$ cat config.mk
export PLATFORM = sky130hd
export DESIGN_NAME = port_split_xfer
export DESIGN_NICKNAME = d
export VERILOG_FILES = /design/src/rtl/psx_pkg.sv /design/src/rtl/psx_beat_plan.sv /design/src/rtl/psx_wr_steer.sv /design/src/rtl/psx_rd_pack.sv /design/src/rtl/port_split_xfer.sv
export SDC_FILE = /design/constraint.sdc
export NUM_CORES = 1
export LEC_CHECK = 0
export BUFFER_PORTS_ARGS = -buffer_cell sky130_fd_sc_hd__buf_2
export CORE_ASPECT_RATIO = 0.5
export CORE_MARGIN = 3
export CORE_UTILIZATION = 60
export DETAILED_ROUTE_END_ITERATION = 10
export PLACE_DENSITY_LB_ADDON = 0.2
export RECOVER_POWER = 25
export SLEW_MARGIN = 10
export SYNTH_ARGS = -nofsm -noshare
export SYNTH_HDL_FRONTEND = slang
export SYNTH_SLANG_ARGS = --single-unit
$ cat constraint.sdc
create_clock -name clk_i -period 17 [get_ports clk_i]
set_input_delay 5.1 -clock clk_i [delete_from_list [all_inputs] [get_ports clk_i]]
set_output_delay 5.1 -clock clk_i [all_outputs]
set_load 0.02 [all_outputs]
$ cat src/rtl/psx_pkg.sv
package psx_pkg;
  localparam int LANES      = 4;
  localparam int PORT_W     = 8 * LANES;
  localparam int HOST_BYTES = 16;
  localparam int HOST_W     = 8 * HOST_BYTES;
  localparam int CNT_W      = $clog2(HOST_BYTES);

  typedef enum logic [1:0] {ST_IDLE, ST_ADDR, ST_DATA, ST_DONE} state_e;

  function automatic logic [2:0] size_log2(logic [1:0] sz);
    case (sz)
      2'd0:    return 3'd0;
      2'd1:    return 3'd1;
      2'd2:    return 3'd2;
      default: return 3'd4;
    endcase
  endfunction

  function automatic logic [1:0] port_log2(logic [1:0] p);
    case (p)
      2'd0:    return 2'd0;
      2'd1:    return 2'd1;
      default: return 2'd2;
    endcase
  endfunction
endpackage

$ cat src/rtl/psx_beat_plan.sv
module psx_beat_plan
  import psx_pkg::*;
(
  input  logic [1:0]       size_i,
  input  logic [1:0]       port_i,
  input  logic             we_i,
  input  logic             rd_burst_en_i,
  input  logic             wr_burst_en_i,
  output logic [2:0]       size_lg_o,
  output logic [1:0]       port_lg_o,
  output logic [1:0]       bpb_lg_o,
  output logic [CNT_W-1:0] beats_m1_o,
  output logic             burst_o
);
  logic [CNT_W:0] span;

  always_comb begin
    size_lg_o = size_log2(size_i);
    port_lg_o = port_log2(port_i);
    // bytes per beat = min(access bytes, port bytes)
    bpb_lg_o  = (size_lg_o < {1'b0, port_lg_o}) ? size_lg_o[1:0] : port_lg_o;
    span       = (CNT_W+1)'(1) << (size_lg_o - {1'b0, bpb_lg_o});
    beats_m1_o = CNT_W'(span - 1'b1);
    burst_o    = (beats_m1_o != '0) && (we_i ? wr_burst_en_i : rd_burst_en_i);
  end
endmodule

$ cat src/rtl/psx_wr_steer.sv
module psx_wr_steer
  import psx_pkg::*;
(
  input  logic [HOST_W-1:0] wdata_i,
  input  logic              we_i,
  input  logic              strobe_en_i,
  input  logic [2:0]        size_lg_i,
  input  logic [1:0]        port_lg_i,
  input  logic [1:0]        bpb_lg_i,
  input  logic [1:0]        addr_lo_i,
  input  logic [CNT_W-1:0]  beat_i,
  output logic [PORT_W-1:0] lane_data_o,
  output logic [LANES-1:0]  lane_be_o
);
  always_comb begin
    int j;
    int ofs;
    logic [1:0] lane;
    logic [3:0] pos;
    lane_data_o = '0;
    lane_be_o   = '0;
    for (int k = 0; k < LANES; k++) begin
      j    = (int'(beat_i) << bpb_lg_i) + k;
      ofs  = (int'(addr_lo_i) + k) & ((1 << port_lg_i) - 1);
      lane = 2'(LANES - 1 - ofs);
      pos  = 4'((1 << size_lg_i) - 1 - j);
      if (k < (1 << bpb_lg_i)) begin
        if (we_i) lane_data_o[lane*8 +: 8] = wdata_i[pos*8 +: 8];
        if (strobe_en_i) lane_be_o[lane] = 1'b1;
      end
    end
  end
endmodule

$ cat src/rtl/psx_rd_pack.sv
module psx_rd_pack
  import psx_pkg::*;
(
  input  logic              clk_i,
  input  logic              rst_ni,
  input  logic              clear_i,
  input  logic              cap_i,
  input  logic [PORT_W-1:0] lane_data_i,
  input  logic [2:0]        size_lg_i,
  input  logic [1:0]        port_lg_i,
  input  logic [1:0]        bpb_lg_i,
  input  logic [1:0]        addr_lo_i,
  input  logic [CNT_W-1:0]  beat_i,
  output logic [HOST_W-1:0] rdata_o
);
  logic [HOST_W-1:0] buf_q, buf_d;

  always_comb begin
    int j;
    int ofs;
    logic [1:0] lane;
    logic [3:0] pos;
    buf_d = clear_i ? '0 : buf_q;
    for (int k = 0; k < LANES; k++) begin
      j    = (int'(beat_i) << bpb_lg_i) + k;
      ofs  = (int'(addr_lo_i) + k) & ((1 << port_lg_i) - 1);
      lane = 2'(LANES - 1 - ofs);
      pos  = 4'((1 << size_lg_i) - 1 - j);
      if (cap_i && (k < (1 << bpb_lg_i))) buf_d[pos*8 +: 8] = lane_data_i[lane*8 +: 8];
    end
  end

  always_ff @(posedge clk_i or negedge rst_ni) begin
    if (!rst_ni) buf_q <= '0;
    else         buf_q <= buf_d;
  end

  assign rdata_o = buf_q;
endmodule

$ cat src/rtl/port_split_xfer.sv
module port_split_xfer
  import psx_pkg::*;
#(
  parameter int ADDR_W = 32
) (
  input  logic              clk_i,
  input  logic              rst_ni,
  input  logic              req_i,
  input  logic              we_i,
  input  logic [1:0]        size_i,
  input  logic [ADDR_W-1:0] addr_i,
  input  logic [HOST_W-1:0] wdata_i,
  input  logic [1:0]        port_i,
  input  logic [5:0]        ctl_i,
  output logic              ack_o,
  output logic [HOST_W-1:0] rdata_o,
  output logic [ADDR_W-1:0] ext_addr_o,
  output logic              ext_ts_o,
  output logic              ext_dphase_o,
  output logic              ext_burst_o,
  output logic              ext_we_o,
  output logic [PORT_W-1:0] ext_wdata_o,
  output logic [LANES-1:0]  ext_be_o,
  input  logic [PORT_W-1:0] ext_rdata_i,
  input  logic              ext_ack_i
);
  state_e            state_q;
  logic              we_q, rdb_q, wrb_q, bem_q;
  logic [1:0]        size_q, port_q;
  logic [ADDR_W-1:0] addr_q;
  logic [HOST_W-1:0] wdata_q;
  logic [CNT_W-1:0]  beat_q;

  logic [2:0]        size_lg;
  logic [1:0]        port_lg, bpb_lg;
  logic [CNT_W-1:0]  beats_m1;
  logic              burst, last, active;
  logic [ADDR_W-1:0] beat_addr;
  logic [PORT_W-1:0] lane_data;
  logic [LANES-1:0]  lane_be;

  // reserved control bits are deliberately dropped
  logic unused_ctl;
  assign unused_ctl = ^ctl_i[5:3];

  psx_beat_plan u_plan (
    .size_i        (size_q),
    .port_i        (port_q),
    .we_i          (we_q),
    .rd_burst_en_i (rdb_q),
    .wr_burst_en_i (wrb_q),
    .size_lg_o     (size_lg),
    .port_lg_o     (port_lg),
    .bpb_lg_o      (bpb_lg),
    .beats_m1_o    (beats_m1),
    .burst_o       (burst)
  );

  assign beat_addr = addr_q + (ADDR_W'(beat_q) << bpb_lg);
  assign last      = (beat_q == beats_m1);
  assign active    = (state_q == ST_ADDR) || (state_q == ST_DATA);

  psx_wr_steer u_steer (
    .wdata_i     (wdata_q),
    .we_i        (we_q),
    .strobe_en_i (we_q | bem_q),
    .size_lg_i   (size_lg),
    .port_lg_i   (port_lg),
    .bpb_lg_i    (bpb_lg),
    .addr_lo_i   (beat_addr[1:0]),
    .beat_i      (beat_q),
    .lane_data_o (lane_data),
    .lane_be_o   (lane_be)
  );

  psx_rd_pack u_pack (
    .clk_i       (clk_i),
    .rst_ni      (rst_ni),
    .clear_i     ((state_q == ST_IDLE) && req_i),
    .cap_i       ((state_q == ST_DATA) && ext_ack_i && !we_q),
    .lane_data_i (ext_rdata_i),
    .size_lg_i   (size_lg),
    .port_lg_i   (port_lg),
    .bpb_lg_i    (bpb_lg),
    .addr_lo_i   (beat_addr[1:0]),
    .beat_i      (beat_q),
    .rdata_o     (rdata_o)
  );

  always_ff @(posedge clk_i or negedge rst_ni) begin
    if (!rst_ni) begin
      state_q <= ST_IDLE;
      we_q    <= 1'b0;
      rdb_q   <= 1'b0;
      wrb_q   <= 1'b0;
      bem_q   <= 1'b0;
      size_q  <= '0;
      port_q  <= '0;
      addr_q  <= '0;
      wdata_q <= '0;
      beat_q  <= '0;
    end else begin
      case (state_q)
        ST_IDLE: if (req_i) begin
          we_q    <= we_i;
          size_q  <= size_i;
          port_q  <= port_i;
          rdb_q   <= ctl_i[0];
          wrb_q   <= ctl_i[1];
          bem_q   <= ctl_i[2];
          addr_q  <= addr_i;
          wdata_q <= wdata_i;
          beat_q  <= '0;
          state_q <= ST_ADDR;
        end
        ST_ADDR: state_q <= ST_DATA;
        ST_DATA: if (ext_ack_i) begin
          if (last) state_q <= ST_DONE;
          else begin
            beat_q  <= beat_q + 1'b1;
            state_q <= burst ? ST_DATA : ST_ADDR;
          end
        end
        default: state_q <= ST_IDLE;
      endcase
    end
  end

  assign ack_o        = (state_q == ST_DONE);
  assign ext_ts_o     = (state_q == ST_ADDR);
  assign ext_dphase_o = (state_q == ST_DATA);
  assign ext_burst_o  = active && burst;
  assign ext_we_o     = active && we_q;
  assign ext_addr_o   = beat_addr;
  assign ext_wdata_o  = active ? lane_data : '0;
  assign ext_be_o     = active ? lane_be : '0;

  AST_TS_THEN_DATA: assert property (@(posedge clk_i) disable iff (!rst_ni)
    ext_ts_o |=> (ext_dphase_o && !ext_ts_o)) else $error("ts not followed by data");
  AST_ACK_PULSE: assert property (@(posedge clk_i) disable iff (!rst_ni)
    ack_o |=> !ack_o) else $error("host ack longer than one cycle");
  AST_ACK_AFTER_BEAT: assert property (@(posedge clk_i) disable iff (!rst_ni)
    ack_o |-> $past(ext_ack_i && ext_dphase_o)) else $error("host ack without beat ack");
  AST_BURST_NO_READDR: assert property (@(posedge clk_i) disable iff (!rst_ni)
    (ext_dphase_o && ext_burst_o && ext_ack_i && !last) |=> (ext_dphase_o && !ext_ts_o))
    else $error("burst re-issued an address phase");
  AST_RD_STROBE_QUIET: assert property (@(posedge clk_i) disable iff (!rst_ni)
    (ext_dphase_o && !ext_we_o && !bem_q) |-> (ext_be_o == '0)) else $error("read strobes driven");
  AST_WR_STROBE_SET: assert property (@(posedge clk_i) disable iff (!rst_ni)
    (ext_dphase_o && ext_we_o) |-> (ext_be_o != '0)) else $error("write without strobes");
  AST_WAIT_HOLD: assert property (@(posedge clk_i) disable iff (!rst_ni)
    (ext_dphase_o && !ext_ack_i) |=> ($stable(ext_addr_o) && $stable(ext_be_o) && $stable(ext_wdata_o)))
    else $error("beat changed while waiting");
endmodule

==> metrics.txt <==
final net count=3470; clock skew=0.0294 ns; Layout area overhead=12.6%; post_cts resized=0; DR vias/cell=6.84; post-CTS setup buffer count=0; CP required=11.90 ns; largest net degree at the start of global routing=105; worst r2r dst=u_pack.rdata_o[25]$_DFF_PN0_; htree depth=1; status=finished, violations left; critical path launch point type=register; Hold Buf Count CTS=0; Die ar.=44000 um2; DR pass1 iterations=9; # IOs=408; Fin Setup TNS=0 ns; Clock transition at path regs=0.07 ns; Top FF cell, synth=dfrtp_1; max-cap viol count=5; grt total ovfl=0; die width=294 um; hold worst-path end=rdb_q$_DFFE_PN0P_; #FFs+latches synth=302; Remaining DRCs=0; multi-input logic area=16200 um2; hold depth=2; R2R setup slack=9.06 ns; initial DRC count=3713; CP Max Fanout=13; Core Footprint=39800 um2; total vias in the final route=25.6k; period utilization=68.5%; CTS max path bufs=3; Synth cell types=87; Initial Util=62.4%; Tmin final=11.65 ns; Slew headroom=-227%; Slew Limit Fails=405; CTS tree=yes; FMAX=85.9 MHz; GRT Overall Usage=41.6%; clock tree sinks=302; Post-Syn Area=24800 um2; Worst Path Arrival=6.55 ns; FF-to-FF path depth=17; Layout fillers=3196; EDFF count, synth=0; via count of the first global-routing pass=24.4k; global-route wire length before repair=141000 um; failing checks=capacitance limit, slew limit; post-synthesis async set-or-reset flop share=100%; root buf cell=clkbuf_16; hpwl dp=68600 um; post-synthesis sequential area ratio=30.4%; Syn Area/Cell=8.50 um2; WL final=94900 um; Slew @ Worst Pin=4.91 ns; post-synthesis net count=3200; hold_sp=rdb_q$_DFFE_PN0P_; TritonCTS Buffers=29; I/O Buffers=404; GP Congestion=1.03; synth warn=0; Worst Setup End Kind=output port; unrepaired setup endpoints after global routing=no; Synth Instances=2920; ANT nets after route=0; Final Setup Violations=0; routed length per instance=25.3 um; Min-Delay Path Class=reg2reg; Reg area=7560 um2; initial antenna violation count=6; die height=150 um; standard-cell rows=51; ratio of cells with drive above 1 in the final layout=21.7%; Worst R2R Start=port_q[1]$_DFFE_PN0P_; Clock Latency Late Sink=0.61 ns; kind of critical path=reg2out; Final Hold Viols=0
worst max path at each step:
stage / startpoint / endpoint / slack (ns)
floorplan: port_q[1]$_DFFE_PN0P_ / ext_wdata_o[0] / 7.28
global placement: port_q[1]$_DFFE_PN0P_ / ext_wdata_o[25] / 6.33
detailed placement: port_q[1]$_DFFE_PN0P_ / ext_wdata_o[24] / 6.24
CTS: port_q[1]$_DFFE_PN0P_ / ext_wdata_o[24] / 5.57
global route: rst_ni / u_pack.rdata_o[53]$_DFF_PN0_ / 4.29
finish: port_q[1]$_DFFE_PN0P_ / ext_wdata_o[25] / 5.35
logic make-up (layout without fill, tap and decap cells):
group,count (synthesis),count (layout),synth area share [%]
other,1,7,0.0151
flip-flops,302,302,30.4
AND/OR/NAND/NOR,1311,1311,22.4
XOR/XNOR,47,47,1.92
multiplexers,350,350,20.9
buffers and inverters,279,571,4.48
adder cells (fa/ha/maj),73,73,3.86
AO/OA/AOI/OAI,557,557,15.9
stage by stage:
stage | utilization (%) | instances | hold slack (ns) | cell area (um2) | setup slack, ns
final | 70.2 | 3748 | 0.482 | 28000 | 5.35
after global placement | 67.8 | 3689 | 0.461 | 27000 | 6.33
after detailed placement | 67.8 | 3689 | 0.466 | 27000 | 6.24
after CTS | 70.2 | 3742 | 0.483 | 28000 | 5.57
after global routing | 70.2 | 3747 | 0.512 | 28000 | 4.29
after floorplan | - | 2920 | 0.440 | 24800 | 7.28
registers in the layout (all words and copies together) (netlist names):
name            cells
wdata_q           128
wrb_q               1
state_q             2
we_q                1
addr_q             32
rdb_q               1
port_q              2
size_q              2
u_pack.rdata_o    128
bem_q               1
beat_q              4
critical path, cell delays in order, from the launching register on:
cell and delay [ns]:
dfrtp_1 0.54, o22ai_1 0.89, mux2i_1 0.17, or2_2 0.32, ha_1 0.42, inv_1 0.13
ha_1 0.14, inv_1 0.04, fa_1 0.46, xnor3_1 0.76, inv_1 0.54, o21ai_0 0.92
o22a_1 0.25, o21ai_0 0.13, buf_2 0.23
layer usage:
metal	up-vias	GRT usage, %	part of all wire (%)
li1	11117	-	-
met1	12215	54.3	38
met2	1895	63.5	43
met3	415	13.2	13
met4	2	19.7	5.7
met5	-	0	0.012
synth_stat cells (all sizes together) (6+ instances only):
library cell | count | area (um2)
o311ai | 10 | 95.1
a311oi | 22 | 193
nor3 | 32 | 165
o21ai | 62 | 310
a22oi | 67 | 503
o22ai | 25 | 156
a32oi | 20 | 175
nand4 | 21 | 138
dfrtp | 302 | 7560
a211oi | 37 | 283
buf | 59 | 287
and4 | 7 | 61.3
nand2 | 808 | 3040
and2 | 36 | 225
inv | 82 | 308
o31ai | 8 | 60.1
mux4 | 131 | 2950
a31oi | 31 | 194
a222oi | 8 | 80.1
a21oi | 131 | 671
a32o | 7 | 70.1
mux2i | 172 | 1720
o221a | 8 | 90.1
xor2 | 11 | 104
nor2b | 24 | 150
o211ai | 28 | 215
or2 | 10 | 62.6
and3 | 19 | 119
a221o | 21 | 210
a21o | 10 | 75.1
nand2b | 17 | 106
o32ai | 6 | 52.6
nor4 | 11 | 68.8
clkbuf | 137 | 514
or3 | 10 | 62.6
nor2 | 212 | 801
xnor2 | 33 | 304
fa | 6 | 120
ha | 67 | 838
o221ai | 25 | 219
mux2 | 47 | 529
nand3 | 86 | 430
cell usage in the layout (no fill, tap or decap), types with 47 or more instances in the layout:
master | netlist | layout
dfrtp_1 | 302 | 302
nand2_1 | 807 | 806
a22oi_1 | 67 | 67
nand3_1 | 86 | 86
mux4_2 | 131 | 131
nor2_1 | 210 | 210
buf_2 | 34 | 402
a21oi_1 | 129 | 129
inv_1 | 81 | 81
o21ai_0 | 54 | 54
mux2_2 | 47 | 47
ha_1 | 67 | 65
mux2i_1 | 172 | 172
cell type report:
class,count,share of cell area (%)
well taps,530,2.37
multi-input cells,2339,58.0
clock buffers,41,3.01
inverters,83,1.11
clock inverters,12,0.443
diodes,6,0.0537
repair buffers,435,8.01
flip-flops and latches,302,27.0
Power is not shown: default switching activity piles up to over one toggle a cycle in this logic, so the estimate is an artifact.
